$ cat config.mk
export PLATFORM = sky130hd
export DESIGN_NAME = pagewalk_unit
export DESIGN_NICKNAME = d
export VERILOG_FILES = /design/src/rtl/pw_pkg.sv /design/src/rtl/pw_bswap.sv /design/src/rtl/pw_step.sv /design/src/rtl/pw_flag_update.sv /design/src/rtl/pagewalk_unit.sv
export SDC_FILE = /design/constraint.sdc
export NUM_CORES = 1
export LEC_CHECK = 0
export ABC_AREA = 1
export BUFFER_PORTS_ARGS = -buffer_cell sky130_fd_sc_hd__buf_2
export CORE_UTILIZATION = 25
export CTS_CLUSTER_DIAMETER = 120
export CTS_CLUSTER_SIZE = 14
export DETAILED_ROUTE_END_ITERATION = 12
export HOLD_SLACK_MARGIN = 0.15
export SLEW_MARGIN = 40
export SYNTH_ARGS = -nofsm -noshare
export SYNTH_HDL_FRONTEND = slang
export SYNTH_SLANG_ARGS = --single-unit
$ cat constraint.sdc
create_clock -name clk -period 4.28 [get_ports clk]
set_input_delay 0 -clock clk [delete_from_list [all_inputs] [get_ports clk]]
set_output_delay 0 -clock clk [all_outputs]
set_load 0.05 [all_outputs]
$ cat src/rtl/pw_pkg.sv
package pw_pkg;
  localparam int unsigned WORD_W  = 32;
  localparam int unsigned ACC_BIT = 5;
  localparam int unsigned MOD_BIT = 6;

  typedef enum logic [1:0] {
    ET_INVALID = 2'd0,
    ET_TABLE   = 2'd1,
    ET_PAGE    = 2'd2,
    ET_RSVD    = 2'd3
  } ent_kind_e;

  typedef enum logic [1:0] {
    STEP_DESCEND,
    STEP_LEAF,
    STEP_FAULT
  } step_e;

  typedef enum logic [1:0] {
    ST_IDLE,
    ST_FETCH,
    ST_WBACK
  } walk_st_e;

  localparam logic [2:0] ERR_NONE    = 3'd0;
  localparam logic [2:0] ERR_INVALID = 3'd1;
  localparam logic [2:0] ERR_BADTYPE = 3'd4;
endpackage

$ cat src/rtl/pw_bswap.sv
module pw_bswap #(
  parameter int unsigned BYTES = 4,
  parameter bit          SWAP  = 1'b1
) (
  input  logic [8*BYTES-1:0] din,
  output logic [8*BYTES-1:0] dout
);
  for (genvar b = 0; b < BYTES; b++) begin : g_lane
    if (SWAP) begin : g_rev
      assign dout[8*b +: 8] = din[8*(BYTES-1-b) +: 8];
    end else begin : g_pass
      assign dout[8*b +: 8] = din[8*b +: 8];
    end
  end
endmodule

$ cat src/rtl/pw_step.sv
module pw_step
  import pw_pkg::*;
(
  input  logic [WORD_W-1:0] entry,
  input  logic [1:0]        level,
  input  logic [WORD_W-1:0] va,
  output step_e             kind,
  output logic [2:0]        err_code,
  output logic [WORD_W-1:0] next_addr,
  output logic [WORD_W-1:0] leaf_pa
);
  logic [WORD_W-1:0] tbl_base;
  logic [WORD_W-1:0] tbl_index;
  logic [WORD_W-1:0] page_base;
  logic [WORD_W-1:0] page_off;

  always_comb begin
    tbl_base  = {entry[WORD_W-1:2], 2'b00} << 4;
    page_base = {entry[WORD_W-1:8], 8'h00} << 4;
    case (level)
      2'd0:    tbl_index = {22'd0, va[31:24], 2'b00};
      2'd1:    tbl_index = {24'd0, va[23:18], 2'b00};
      2'd2:    tbl_index = {24'd0, va[17:12], 2'b00};
      default: tbl_index = '0;
    endcase
    case (level)
      2'd1:    page_off = {8'd0,  va[23:0]};
      2'd2:    page_off = {14'd0, va[17:0]};
      default: page_off = {20'd0, va[11:0]};
    endcase
    next_addr = tbl_base + tbl_index;
    leaf_pa   = page_base + page_off;
  end

  always_comb begin
    kind     = STEP_FAULT;
    err_code = ERR_BADTYPE;
    case (ent_kind_e'(entry[1:0]))
      ET_INVALID: err_code = ERR_INVALID;
      ET_TABLE: if (level != 2'd3) begin
        kind     = STEP_DESCEND;
        err_code = ERR_NONE;
      end
      ET_PAGE: if (level != 2'd0) begin
        kind     = STEP_LEAF;
        err_code = ERR_NONE;
      end
      default: err_code = ERR_BADTYPE;
    endcase
  end
endmodule

$ cat src/rtl/pw_flag_update.sv
module pw_flag_update
  import pw_pkg::*;
(
  input  logic [WORD_W-1:0] entry,
  input  logic              wr_access,
  output logic [WORD_W-1:0] updated,
  output logic              changed
);
  always_comb begin
    updated          = entry;
    updated[ACC_BIT] = 1'b1;
    if (wr_access) updated[MOD_BIT] = 1'b1;
    changed = (updated != entry);
  end
endmodule

$ cat src/rtl/pagewalk_unit.sv
module pagewalk_unit
  import pw_pkg::*;
#(
  parameter int unsigned ROOT_W     = 28,
  parameter int unsigned CTX_W      = 8,
  parameter bit          BIG_ENDIAN = 1'b1
) (
  input  logic              clk,
  input  logic              rst_n,
  input  logic              cfg_enable,
  input  logic [ROOT_W-1:0] cfg_root,
  input  logic [CTX_W-1:0]  cfg_ctx,
  input  logic              start,
  input  logic [31:0]       vaddr,
  input  logic              is_write,
  output logic              mem_req,
  output logic              mem_we,
  output logic [31:0]       mem_addr,
  output logic [31:0]       mem_wdata,
  input  logic              mem_rdy,
  input  logic [31:0]       mem_rdata,
  output logic              done,
  output logic [31:0]       paddr,
  output logic [31:0]       pte_out,
  output logic [2:0]        err,
  output logic              full_access
);
  localparam int unsigned BYTES = WORD_W / 8;

  walk_st_e          st_q, st_d;
  logic [1:0]        lvl_q, lvl_d;
  logic [WORD_W-1:0] addr_q, addr_d;
  logic [WORD_W-1:0] va_q, va_d;
  logic              wr_q, wr_d;
  logic              done_q, done_d;
  logic [WORD_W-1:0] pa_q, pa_d;
  logic [WORD_W-1:0] pte_q, pte_d;
  logic [2:0]        err_q, err_d;
  logic              full_q, full_d;
  logic              res_ld;

  logic [WORD_W-1:0] rd_entry;
  logic [WORD_W-1:0] ctx_addr;
  step_e             step_kind;
  logic [2:0]        step_err;
  logic [WORD_W-1:0] step_next;
  logic [WORD_W-1:0] step_pa;
  logic [WORD_W-1:0] upd_entry;
  logic              upd_changed;

  pw_bswap #(.BYTES(BYTES), .SWAP(BIG_ENDIAN)) u_rd_swap (
    .din (mem_rdata),
    .dout(rd_entry)
  );

  pw_bswap #(.BYTES(BYTES), .SWAP(BIG_ENDIAN)) u_wr_swap (
    .din (pte_q),
    .dout(mem_wdata)
  );

  pw_step u_step (
    .entry    (rd_entry),
    .level    (lvl_q),
    .va       (va_q),
    .kind     (step_kind),
    .err_code (step_err),
    .next_addr(step_next),
    .leaf_pa  (step_pa)
  );

  pw_flag_update u_flags (
    .entry    (rd_entry),
    .wr_access(wr_q),
    .updated  (upd_entry),
    .changed  (upd_changed)
  );

  assign ctx_addr = WORD_W'({cfg_root, 4'b0000}) + WORD_W'({cfg_ctx, 4'b0000});

  always_comb begin
    st_d   = st_q;
    lvl_d  = lvl_q;
    addr_d = addr_q;
    va_d   = va_q;
    wr_d   = wr_q;
    done_d = 1'b0;
    pa_d   = pa_q;
    pte_d  = pte_q;
    err_d  = err_q;
    full_d = full_q;
    res_ld = 1'b0;
    case (st_q)
      ST_IDLE: if (start) begin
        va_d = vaddr;
        wr_d = is_write;
        if (cfg_enable) begin
          st_d   = ST_FETCH;
          lvl_d  = 2'd0;
          addr_d = ctx_addr;
        end else begin
          done_d = 1'b1;
          res_ld = 1'b1;
          pa_d   = vaddr;
          pte_d  = '0;
          err_d  = ERR_NONE;
          full_d = 1'b1;
        end
      end
      ST_FETCH: if (mem_rdy) begin
        case (step_kind)
          STEP_DESCEND: begin
            addr_d = step_next;
            lvl_d  = lvl_q + 2'd1;
          end
          STEP_LEAF: begin
            res_ld = 1'b1;
            pa_d   = step_pa;
            pte_d  = upd_entry;
            err_d  = ERR_NONE;
            full_d = 1'b0;
            if (upd_changed) begin
              st_d = ST_WBACK;
            end else begin
              st_d   = ST_IDLE;
              done_d = 1'b1;
            end
          end
          default: begin
            res_ld = 1'b1;
            pa_d   = '0;
            pte_d  = rd_entry;
            err_d  = step_err;
            full_d = 1'b0;
            st_d   = ST_IDLE;
            done_d = 1'b1;
          end
        endcase
      end
      ST_WBACK: if (mem_rdy) begin
        st_d   = ST_IDLE;
        done_d = 1'b1;
      end
      default: st_d = ST_IDLE;
    endcase
  end

  always_ff @(posedge clk or negedge rst_n) begin
    if (!rst_n) begin
      st_q   <= ST_IDLE;
      lvl_q  <= 2'd0;
      addr_q <= '0;
      va_q   <= '0;
      wr_q   <= 1'b0;
      done_q <= 1'b0;
    end else begin
      st_q   <= st_d;
      lvl_q  <= lvl_d;
      addr_q <= addr_d;
      va_q   <= va_d;
      wr_q   <= wr_d;
      done_q <= done_d;
    end
  end

  always_ff @(posedge clk or negedge rst_n) begin
    if (!rst_n) begin
      pa_q   <= '0;
      pte_q  <= '0;
      err_q  <= ERR_NONE;
      full_q <= 1'b0;
    end else if (res_ld) begin
      pa_q   <= pa_d;
      pte_q  <= pte_d;
      err_q  <= err_d;
      full_q <= full_d;
    end
  end

  assign mem_req     = (st_q != ST_IDLE);
  assign mem_we      = (st_q == ST_WBACK);
  assign mem_addr    = addr_q;
  assign done        = done_q;
  assign paddr       = pa_q;
  assign pte_out     = pte_q;
  assign err         = err_q;
  assign full_access = full_q;
endmodule

# == After elaboration in Yosys (flattened, before gate mapping) ==
# Cells that the tools add are included.
# word_totals
ff_bits,138
inputBits,106
output_inout_bits,135
# classes
eq_ne,16
muxes,56
add_sub_neg,4
reduce_logical,11
# op_table
cell,count
32-bit 2-to-1 mux,10
32-bit case mux with 2 select lines,5
24-bit case mux with 2 select lines,1
32-bit by 10-bit adder with 32-bit output,1
32-bit by 12-bit adder with 32-bit output,1
32-bit by 24-bit adder with 32-bit output,1
10-bit case mux with 3 select lines,1
2-bit 2-to-1 mux,11
3-bit 2-to-1 mux,5
1-bit 2-to-1 mux,12
2-bit inequality test (second input constant),6
2-bit case mux with 2 select lines,3
3-bit case mux with 2 select lines,2
5-bit AND reduction,2
3-bit case mux with 3 select lines,1
2-bit by 1-bit equality test with 1-bit output (second input constant),4
2-bit zero test,4
2-bit equality test (second input constant),3
1-bit case mux with 2 select lines,3
2-bit case mux with 3 select lines,1
6-bit AND reduction,1
2-bit nonzero test,3
2-bit by 1-bit inequality test with 1-bit output (second input constant),2
1-bit case mux with 3 select lines,1
other kinds (3),3

# == Logic depth before layout (Yosys ltp) ==
# depth
ltp_word,8
ltp_mapped,21
ltp_nobuf,20

# == Hierarchy ==
# Synthesis repeated with hierarchy kept, for this count alone.
# hier_totals
cells_unflattened,1421
area_unflattened_um2,10119.7
# by_module_without_submodules
mod,cells_per_inst,seq_area_each_um2,n_inst,area_per_inst_um2
pagewalk_unit,917,3453.3,1,7213.2
pw_step,404,0.0,1,2172.1
pw_bswap,32,0.0,2,240.2
pw_flag_update,36,0.0,1,254.0

# == Worst setup path after synthesis ==
# No wires, ideal clock.
# synth_path
path_type,reg2reg
startpoint,register lvl_q[0]
endpoint,register pa_q[22] (netlist: paddr[22])
stages_incl_launch_ff,15
arrival_ns,2.562
slack_ns,1.593
period_less_slack_ns,2.687
path_buffers,0
cell_sequence,dfrtp_1 ha_1 o21ai_0 nor2_1 ha_1 fa_1 nand3_1 nand2_1 nand2_1 nand2_1 nand2_1 nand2_1 or2_2 nand3_1 nand3_1
# synth_via
elab_chain_len,8
# synth_rtl
element,line,text
"start, declared",pagewalk_unit.sv:31,"logic [1:0] lvl_q, lvl_d;"
"start signal, assigned",pagewalk_unit.sv:157,lvl_q <= lvl_d;
"parallel branches: the longest is 8 deep, another holds 32-bit by 24-bit adder with 32-bit output",-,
"end signal, assigned",pagewalk_unit.sv:172,pa_q <= pa_d;
"end, declared",pagewalk_unit.sv:36,"logic [WORD_W-1:0] pa_q, pa_d;"
# Parallel ways; which one is timed is not known. The select of a mux whose other input is x is not followed.
# A chain may end at the register's enable or synchronous reset.

# == Worst setup path in the final report ==
# layout_path
startpoint,register lvl_q[0]
endpoint,register pa_q[24] (netlist: paddr[24])
# The elaborated chain is that of the path after synthesis.

==> flow_metrics.tcl <==
set metrics [dict create \
    status "finished clean" \
    synthXorXnorAreaFrac_pct 1.08 \
    synth_area_per_cell_um2 6.97 \
    ys_warn_count 0 \
    cts_buffer_depth 2 \
    ant_nets 0 \
    crit_fanout 7 \
    layout_commonest_cell "nand2_1" \
    chipWidth_um 191 \
    cp.arrival_ns 3.70 \
    cts_inserted_buffers 17 \
    synth_top_family_by_area "simple AND/OR/NAND/NOR gates" \
    crit_type "flop to flop" \
    synth_compound_area_share_pct 11.4 \
    fin_util_pct 34.7 \
    layout-drive-gt1-share_pct 19.2 \
    whs_ns 0.182 \
    crit_chain "ha_1, o21ai_0, buf_4, nor2_1, ha_1, fa_1, nand3_1, nand2_1, nand2_1, nand2_1, a21oi_1, inv_1, nand2_1, nand3_1, nand3_1, dlygate4sd3_1" \
    critPathTopFamily "adder cells" \
    critPathLaunch "lvl_q[0]" \
    period_share_pct 77.8 \
    gr-max-usage-layer "met2" \
    startpoint_type "flop" \
    synthSimpleGateAreaFrac_pct 32.6 \
    clockPowerShare_pct 19.9 \
    clock_latency_ns 0.43 \
    p_int_mw 3.75 \
    slew_violations 0 \
    track_usage_pct 18.9 \
    path_common_cell "nand2_1" \
    cts_root_buffer "clkbuf_16" \
    timing.rr.start "lvl_q[0]" \
    period_needed_ns 3.33 \
    ctsHoldBuffers 112 \
    max_slew_margin_pct 45.8 \
    hold_path.class "primary input to flop" \
    ys_seq_area_share_pct 37.8 \
    ioPinCount 241 \
    n_antenna_cell 0 \
    portBuffers 237 \
    yosysUniqueCellTypes 41 \
    r2r_slack_ns 0.95 \
    wl_per_cell_um 16.7 \
    synth-edff-count 0 \
    clk_pin_slew_ns 0.07 \
    start_util_pct 25.7 \
    p_seq_share_pct 26.9 \
    end_kind "flop" \
    grt_util_met1_pct 26.1 \
    rsz0062_at_grt "false" \
    drt_wl_total_mm 34.5 \
    path_buf_inv 3 \
    yosys.area_share.adder_pct 5.16 \
    synthMuxAreaShare_pct 0 \
    vias_per_cell 4.66 \
    switchingPower_mw 4.24 \
    final_cell_mix "nand2_1, buf_2, inv_1" \
    htree_levels 4 \
    place.gp.congestion 0.909 \
    cp-endpoint "paddr[24]" \
    drt_pass1_iterations 5 \
    synth-seq-cells 135 \
    core_area_um2 34800 \
    crit_path_max_incr_delay_ns 0.54 \
    met2_usage_pct 30.5 \
    critPathSlowestCell "dlygate4sd3_1" \
    worstReg2RegEnd "paddr[24]" \
    cts_tree "built" \
    rows 68 \
    globalRouteOverflowTotal 0 \
    setup_violations 0 \
    leakage_nw 6.37 \
    antenna_found_initial 0 \
    peakVddDrop_mv 0.403 \
    drt-initial-drc-count 712 \
    tns_ns 0 \
    p_per_area_nw_per_um2 662 \
    swShare_pct 53.0 \
    grt_util_met3_pct 2.59 \
    clock_skew_ns 0.0151 \
    num_vias 9586 \
    hold_viol_final 0 \
    synth_flop_cell "dfrtp_1" \
    fmax_mhz 300 \
    cts_resized 0 \
    syn_inst 1280 \
    pwr-share-comb_pct 53.2 \
    grt_max_degree 106 \
    async_flop_share_pct 100 \
    cts_setup_buffers 0 \
    drc 0 \
    cts.sinks 135 \
    dp_hpwl_mm 26.2 \
    die_area_um2 36500 \
    area_growth_pct 35.3 \
    grt_pass1_vias 9139 \
    grt_pass1_wl_mm 52.4 \
    maxCapViolCount 0 \
    netlist_area_um2 8930 \
    die_h_um 191 \
    nets 1730 \
    rr_worst_depth 16 \
    worstMarginPinSlew_ns 0.807 \
    path_depth 16 \
    cp.required_ns 4.65 \
]
-- Yosys cell counts, drive strengths merged (2+ instances only) --
| cell type | number | share of area [%] |
|---|---|---|
| a21boi | 2 | 0.17 |
| a21oi | 42 | 2.4 |
| a22o | 7 | 0.69 |
| buf | 60 | 5.0 |
| clkbuf | 11 | 0.46 |
| dfrtp | 135 | 38 |
| fa | 3 | 0.67 |
| ha | 32 | 4.5 |
| inv | 153 | 6.5 |
| nand2 | 438 | 19 |
| nand3 | 113 | 6.4 |
| nand3b | 4 | 0.34 |
| nand4 | 14 | 0.98 |
| nor2 | 106 | 4.9 |
| nor3 | 13 | 0.79 |
| nor4 | 2 | 0.14 |
| o211ai | 28 | 2.4 |
| o21ai | 89 | 5.1 |
| o21bai | 2 | 0.17 |
| o22ai | 4 | 0.35 |
| or2 | 6 | 0.42 |
| xnor2 | 3 | 0.29 |
| xor2 | 8 | 0.79 |
-- stage by stage --
| step | instance area [µm²] | cells | worst slack [ns] | total power [mW] |
|---|---|---|---|---|
| after floorplan | 8930 | 1282 | 1.59 | 5.25 |
| after global placement | 10300 | 1910 | 1.20 | 6.26 |
| after detailed placement | 10300 | 1910 | 1.10 | 6.29 |
| after CTS | 12000 | 2054 | 0.703 | 8.04 |
| after global routing | 12100 | 2057 | 0.783 | 8.44 |
| final | 12100 | 2057 | 0.950 | 7.99 |
-- power by group through the flow --
| stage | sequential (mW) | combinational (mW) | clock, mW |
|---|---|---|---|
| after floorplan | 3.36 | 1.89 | 0 |
| after global placement | 2.16 | 4.10 | 0 |
| after detailed placement | 2.16 | 4.12 | 0 |
| after CTS | 2.15 | 4.27 | 1.62 |
| after global routing | 2.21 | 4.56 | 1.68 |
| final | 2.15 | 4.25 | 1.59 |
-- logic make-up (layout without fill, tap and decap cells) --
family | count (synthesis) | after routing
buffers and inverters | 224 | 544
adder cells (fa/ha/maj) | 35 | 35
AO/OA/AOI/OAI | 177 | 177
other | 1 | 3
AND/OR/NAND/NOR | 697 | 697
flip-flops | 135 | 135
XOR/XNOR | 11 | 11
-- cell type report --
cell class              count  area (µm²)
well taps                 455         569
flip-flops and latches    135        3380
clock buffers              18         429
fillers                  3743       22700
multi-input cells         923        4500
inverters                 153         577
clock inverters            14         188
repair buffers            359        2430
-- tightest hold or removal path: cells and delay by family --
family / cells / cell delay [ns]
compound gates: 1 / 0.09
fa+ha+maj: 1 / 0.19
simple gates: 2 / 0.10
buf+inv: 2 / 0.18
-- routing by layer --
layer / routed length, µm / share of wire, %
met1: 16000 / 46
met5: 0 / 0
met4: 663 / 1.9
met3: 1690 / 4.9
met2: 16100 / 47
-- how the worst min path moves through the flow --
stage,start,end,depth (start not counted)
after floorplan,rst_n,done,0
after global placement,rst_n,va_q[6],1
after detailed placement,rst_n,va_q[6],1
after CTS,cfg_ctx[1],mem_addr[5],6
after global routing,cfg_ctx[1],mem_addr[5],6
final,cfg_ctx[1],mem_addr[5],6
-- flip-flops by register name, indices dropped and copies added (netlist names), 2 cells and up --
signal / count
err: 2
paddr: 32
lvl_q: 2
mem_addr: 30
st_q: 2
pte_out: 32
va_q: 32
(Power assumes the default switching activity.)
